[config.mk]
export PLATFORM = sky130hd
export DESIGN_NAME = epm_prog_seq
export DESIGN_NICKNAME = d
export VERILOG_FILES = /design/src/rtl/epm_prog_seq.sv
export SDC_FILE = /design/constraint.sdc
export NUM_CORES = 1
export LEC_CHECK = 0
export BUFFER_PORTS_ARGS = -buffer_cell sky130_fd_sc_hd__clkbuf_2
export CAP_MARGIN = 20
export CORE_UTILIZATION = 24
export CTS_CLUSTER_SIZE = 12
export DETAILED_ROUTE_END_ITERATION = 6
export PLACE_DENSITY = 0.44
export SYNTH_ARGS = -nofsm -noshare
export SYNTH_HDL_FRONTEND = slang
export SYNTH_SLANG_ARGS = --single-unit
export TNS_END_PERCENT = 100
[constraint.sdc]
create_clock -name clk -period 2.05 [get_ports clk]
set_input_delay 0.41 -clock clk [delete_from_list [all_inputs] [get_ports clk]]
set_output_delay 0.41 -clock clk [all_outputs]
set_load 0.1 [all_outputs]
[src/rtl/epm_prog_seq.sv]
module epm_prog_seq #(
  parameter int AW          = 16,
  parameter int DW          = 8,
  parameter int MAX_PULSES  = 25,
  parameter bit BLANK_CHECK = 1'b1
) (
  input  logic                               clk,
  input  logic                               rst_n,
  input  logic                               start,
  input  logic [AW-1:0]                      last_addr,
  output logic [AW-1:0]                      img_addr,
  input  logic [DW-1:0]                      img_data,
  output logic                               cmd_req,
  output logic [2:0]                         cmd_op,
  output logic [1:0]                         cmd_lvl,
  output logic [AW-1:0]                      cmd_addr,
  output logic [DW-1:0]                      cmd_wdata,
  input  logic                               cmd_ack,
  input  logic [DW-1:0]                      cmd_rdata,
  output logic                               busy,
  output logic                               done,
  output logic                               fail,
  output logic [AW-1:0]                      fail_addr,
  output logic [2:0]                         fail_phase,
  output logic                               pc_valid,
  output logic [AW-1:0]                      pc_addr,
  output logic [$clog2(MAX_PULSES+1)-1:0]    pc_count
);
  localparam int NW = $clog2(MAX_PULSES + 1);
  localparam logic [NW-1:0] N_LAST = NW'(MAX_PULSES - 1);

  localparam logic [2:0] OP_SUPPLY = 3'd0;
  localparam logic [2:0] OP_MARGIN_ON = 3'd1;
  localparam logic [2:0] OP_MARGIN_OFF = 3'd2;
  localparam logic [2:0] OP_PULSE = 3'd3;
  localparam logic [2:0] OP_READ = 3'd4;

  typedef enum logic [3:0] {
    ST_IDLE, ST_BLANK, ST_PSUP, ST_MON, ST_PULSE,
    ST_VER, ST_MOFF, ST_CSUP, ST_CHK
  } st_t;

  st_t            st;
  logic           gap, rnd;
  logic [AW-1:0]  addr;
  logic [NW-1:0]  n;

  logic hit, at_last, match, blank_ok, stop;
  logic [2:0] stop_ph;

  assign hit      = cmd_req & cmd_ack;
  assign at_last  = (addr == last_addr);
  assign match    = (cmd_rdata == img_data);
  assign blank_ok = ((~cmd_rdata & img_data) == '0);

  assign stop = hit & ((st == ST_BLANK && !blank_ok) ||
                       (st == ST_VER && !match && n == N_LAST) ||
                       (st == ST_CHK && !match));
  assign stop_ph = (st == ST_BLANK) ? 3'd1 :
                   (st == ST_VER)   ? 3'd2 :
                   rnd              ? 3'd4 : 3'd3;

  assign busy      = (st != ST_IDLE);
  assign cmd_req   = busy & ~gap;
  assign img_addr  = addr;
  assign cmd_addr  = addr;
  assign cmd_wdata = img_data;

  always_comb begin
    cmd_op  = OP_READ;
    cmd_lvl = 2'd0;
    case (st)
      ST_PSUP:  cmd_op = OP_SUPPLY;
      ST_CSUP:  begin cmd_op = OP_SUPPLY; cmd_lvl = rnd ? 2'd2 : 2'd1; end
      ST_MON:   cmd_op = OP_MARGIN_ON;
      ST_MOFF:  cmd_op = OP_MARGIN_OFF;
      ST_PULSE: cmd_op = OP_PULSE;
      default:  cmd_op = OP_READ;
    endcase
  end

  always_ff @(posedge clk or negedge rst_n) begin
    if (!rst_n) begin
      st <= ST_IDLE; gap <= 1'b0; rnd <= 1'b0; addr <= '0; n <= '0;
      done <= 1'b0; fail <= 1'b0; fail_addr <= '0; fail_phase <= 3'd0;
      pc_valid <= 1'b0; pc_addr <= '0; pc_count <= '0;
    end else begin
      gap      <= hit;
      pc_valid <= 1'b0;
      if (stop) begin
        st <= ST_IDLE; done <= 1'b1; fail <= 1'b1;
        fail_addr <= addr; fail_phase <= stop_ph;
      end else begin
        case (st)
          ST_IDLE: if (start) begin
            done <= 1'b0; fail <= 1'b0; fail_addr <= '0; fail_phase <= 3'd0;
            addr <= '0; n <= '0; rnd <= 1'b0;
            st <= BLANK_CHECK ? ST_BLANK : ST_PSUP;
          end
          ST_BLANK: if (hit) begin
            if (at_last) begin addr <= '0; st <= ST_PSUP; end
            else addr <= addr + 1'b1;
          end
          ST_PSUP:  if (hit) st <= ST_MON;
          ST_MON:   if (hit) st <= ST_PULSE;
          ST_PULSE: if (hit) st <= ST_VER;
          ST_VER: if (hit) begin
            if (match) begin
              pc_valid <= 1'b1; pc_addr <= addr; pc_count <= n + 1'b1; n <= '0;
              if (at_last) begin addr <= '0; st <= ST_MOFF; end
              else begin addr <= addr + 1'b1; st <= ST_PULSE; end
            end else begin
              n <= n + 1'b1; st <= ST_PULSE;
            end
          end
          ST_MOFF: if (hit) st <= ST_CSUP;
          ST_CSUP: if (hit) st <= ST_CHK;
          ST_CHK: if (hit) begin
            if (at_last) begin
              addr <= '0;
              if (rnd) begin st <= ST_IDLE; done <= 1'b1; end
              else begin rnd <= 1'b1; st <= ST_CSUP; end
            end else addr <= addr + 1'b1;
          end
          default: st <= ST_IDLE;
        endcase
      end
    end
  end
endmodule

==> out/metrics.sh <==
STATUS='complete, but fails checks'
VIOLATIONS='negative setup slack'
INITIAL_CORE_UTIL_PCT=24.73
CELLS_TAKING_THE_MOST_AREA_AFTER_SYNTHESIS='sky130_fd_sc_hd__dfrtp_1, sky130_fd_sc_hd__nand2_1, sky130_fd_sc_hd__buf_4, sky130_fd_sc_hd__mux2_2, sky130_fd_sc_hd__xor2_1'
WORST_PATH_MAX_DELAY_CELL='sky130_fd_sc_hd__or4b_4'
FINAL-HOLD-VIOLATION-COUNT=0
DRT_ITER0_DRC=273
FILLERINSTANCES=1627
SLEW_VIOLATIONS=0
WORST_ENDPOINT_REQUIRED_TIME_NS=2.27
CRIT_TYPE='flip-flop to flip-flop'
DRT-PASS1-ITER-COUNT=4
VIAS_PER_CELL=4.560
HIGHEST_LAYER='met4'
WIRELENGTH_MET1_UM=6099
FINAL_WORST_PATH_CYCLE_SHARE_PCT=107.7
P_LEAK_nW=3.182
SYNTHESIZED_CELL_AREA_UM2=3956
DRIVE_ABOVE_1_SHARE_PCT=54.01
SETUP_VIOL_COUNT_FINAL=24
SYNTH-MAIN-FF-CELL='sky130_fd_sc_hd__dfrtp_1'
DIE_W_UM=130.4
WORST-ENDPOINT-ARRIVAL_NS=2.43
NUMBER_OF_ANTENNA_VIOLATIONS_AT_THE_FIRST_CHECK_IN_GLOBAL_ROUTING=0
CLOCK_PATH_BUFFERS=2
IO_PINS=126
YS.WARNINGS.COUNT=0
SYNTHESIZED_AREA_PER_CELL_UM2=9.375
GRT_START_MAX_NET_PINS=71
CLOCK-ROOT-BUFFER='sky130_fd_sc_hd__clkbuf_16'
GRT_SETUP_UNREPAIRED='yes'
CRIT_PATH_START='st[2]'
END_KIND='flip-flop'
IR_WORST_VDD_V=0.0007023
SKEW_NS=0.006045
INSERTEDDIODECOUNT=0
PLACE_HPWL_UM=9267
CRITICAL_PATH_CELL_BY_CELL='or4b_4 -> o21ai_4 -> a211oi_4 -> buf_6 -> o2111a_2 -> clkbuf_16 -> a221o_1'
ROUTE.FINAL.WIRE_LENGTH_UM=13250
FIN_SETUP_TNS_NS=-1.851
SYNTH_ASYNC_SR_FLOP_SHARE_PCT=100.0
NUMBER_OF_SYNTHESIZED_FLOPS_WITH_AN_ENABLE_PIN=0
TRITONCTS.NUM_BUFFERS=9
SYNTH_SEQUENTIAL_AREA_RATIO_PCT=44.28
SETUP.WORST_PATH.START_CLASS='flip-flop'
FLOORPLAN.CORE_AREA_UM2=16000
CRITPATHMAXFANOUT=5
CTS.REPORTEDPATHS.CLKPINSLEW_NS=0.06
SYNTH.TOP_CELL.AREA_SHARE_PCT=44.28
DR_TOTAL_VIAS=3771
WL_PER_CELL_UM=16.02
CRIT-REG2REG-LAUNCH='st[2]'
GLOBAL_ROUTE.USAGE.TOTAL_PCT=15.13
DIE_AREA_UM2=17000
DRCVIOLATIONCOUNT=0
HOLD_PATH.CLASS='primary input to async pin'
YOSYS_REGISTER_BITS=70
FIRST_PASS_GRT_WIRE_LENGTH_UM=19440
MAX_CLOCK_FREQ_GHz=0.4527
TIMING.CRITICAL_PATH.SLOWEST_CELL_DELAY_NS=0.58
FIN_WORST_HOLD_SLACK_NS=0.07276
GRT-OVFL-TOTAL=0
YOSYS.AREA.TOP_TYPE='sky130_fd_sc_hd__dfrtp_1'
ROWS=46
CAP_VIOL_MAX_COUNT=0
CTS.SINK_COUNT=70
POST_SYNTH_CELL_TYPES=54
POWERDENSITY_nW_PER_UM2=1299
MET3_LENGTH_UM=597
DETAILROUTE.WIRELENGTH.MET2_UM=6446
TIMING.FINAL.WS_SETUP_NS=-0.1588
PORT_BUFFERS=125
FINAL_CELL_MIX='sky130_fd_sc_hd__clkbuf_2, sky130_fd_sc_hd__buf_4, sky130_fd_sc_hd__nand2_1, sky130_fd_sc_hd__dfrtp_1, sky130_fd_sc_hd__nand3_1'
ROUTABILITYCONGESTION=0.8225
MOSTFREQUENTLAYOUTCELL='sky130_fd_sc_hd__clkbuf_2'
AREA.GROWTH.SYNTH_TO_FINAL_PCT=58.73
WORST-SLEW-PIN-TRANSITION_NS=0.5844
SYN_INST=422
VIAS_IN_THE_FIRST_GLOBAL_ROUTE=3616
CRIT_BUF_INV=2
ANT_NETS=0
TOTAL_POWER_mW=8.160
HTREE_LEVELS=3
MAX-SLEW-MARGIN-REL_PCT=61.21
SYN-NUM-NETS=469
DIE-HEIGHT_UM=130.4
CRITICAL-PATH-TOP-DELAY-FAMILY='compound AO/OA/AOI/OAI gates'
LAYOUT_NETS=653
INSERTION_DELAY_NS=0.34
CLOCK_TREE_FROM_TRITONCTS='yes'
PERIOD_MINUS_SLACK_NS=2.209
synth_stat cells, drive strengths merged, types with 2 or more instances:
master and n:
nor2b 2, nand3 29, and3 11, o22ai 3, a211oi 4, nand4b 2, or3 2, a21oi 17
ha 11, dfrtp 70, inv 19, o21ai 26, nor3 7, nand4 7, or2 5, nand2b 5
xor2 18, nor4 8, buf 42, mux2 14, clkbuf 9, nor2 22, and2 3, o31ai 3
a221o 10, nand2 56
report_power, final:
part	total [mW]	internal (mW)	switching, mW	leakage (nW)
logic	4.92	1.62	3.30	2.12
registers	1.78	1.59	0.187	0.925
clock network	1.46	0.878	0.585	0.138
final cells by class:
| class | count | area [µm²] | share of cell area, % |
|---|---|---|---|
| Multi-Input combinational cell | 284 | 2168 | 34.53 |
| Clock buffer | 12 | 256.5 | 4.084 |
| Clock inverter | 4 | 22.52 | 0.3586 |
| Inverter | 19 | 85.08 | 1.355 |
| Timing Repair Buffer | 222 | 1678 | 26.72 |
| Sequential cell | 70 | 1799 | 28.65 |
| Tap cell | 216 | 270.3 | 4.304 |
cells by family after synthesis:
family,count (synthesis),share of synthesized area [%]
AND/OR/NAND/NOR,167,21.82
AO/OA/AOI/OAI,71,12.33
buffers and inverters,70,9.898
flip-flops,70,44.28
XOR/XNOR,19,4.206
multiplexers,14,3.985
adder cells (fa/ha/maj),11,3.479
layer usage:
layer	global-route usage (%)	up-vias
li1	-	1822
met1	20.42	1828
met2	24.66	114
met3	3.502	7
met4	3.313	0
met5	0	-
state kept, by name, indices dropped and copies added (netlist names):
signal	cells
fail_phase	3
pc_valid	1
rnd	1
st	4
cmd_addr	16
pc_count	5
pc_addr	16
gap	1
fail_addr	16
n	5
fail	1
done	1
worst paths after layout:
| path | end | slack [ns] | cells after the start |
|---|---|---|---|
| worst max register to register | cmd_addr[2] | -0.16 | 7 |
| worst min register to register | pc_count[1] | 0.48 | 2 |
| worst min-delay path | fail_addr[11] | 0.07 | 2 |
| min in group clk | pc_count[1] | 0.48 | 2 |
| max in group asynchronous | cmd_addr[3] | 1.61 | 2 |
| worst max-delay path | cmd_addr[2] | -0.16 | 7 |
worst register-to-register path, stage by stage, from the launching register on:
cell and delay [ns]:
sky130_fd_sc_hd__dfrtp_2 0.44, sky130_fd_sc_hd__or4b_4 0.59, sky130_fd_sc_hd__o21ai_4 0.10, sky130_fd_sc_hd__a211oi_4 0.10, sky130_fd_sc_hd__buf_6 0.13, sky130_fd_sc_hd__o2111a_2 0.29, sky130_fd_sc_hd__clkbuf_16 0.16, sky130_fd_sc_hd__a221o_1 0.29
per-stage QoR:
step / setup WS, ns / cell area (µm²) / utilization (%) / std cells
2_1_floorplan: -0.3991 / 4179 / - / 422
3_3_place_gp: -0.2966 / 5383 / 33.64 / 788
3_5_place_dp: -0.3595 / 5383 / 33.64 / 788
4_1_cts: -0.1445 / 5773 / 36.08 / 811
5_1_grt: -0.2188 / 6280 / 39.25 / 827
6_report: -0.1588 / 6280 / 39.25 / 827
what timing repair did:
action	CTS	global route
resized for setup	17	68
pin swaps	7	32
hold buffers	0	0
buffers inserted	5	11
endpoints found under the setup margin	46	61
gates cloned	2	6
Power figures use the tool's default switching activity.
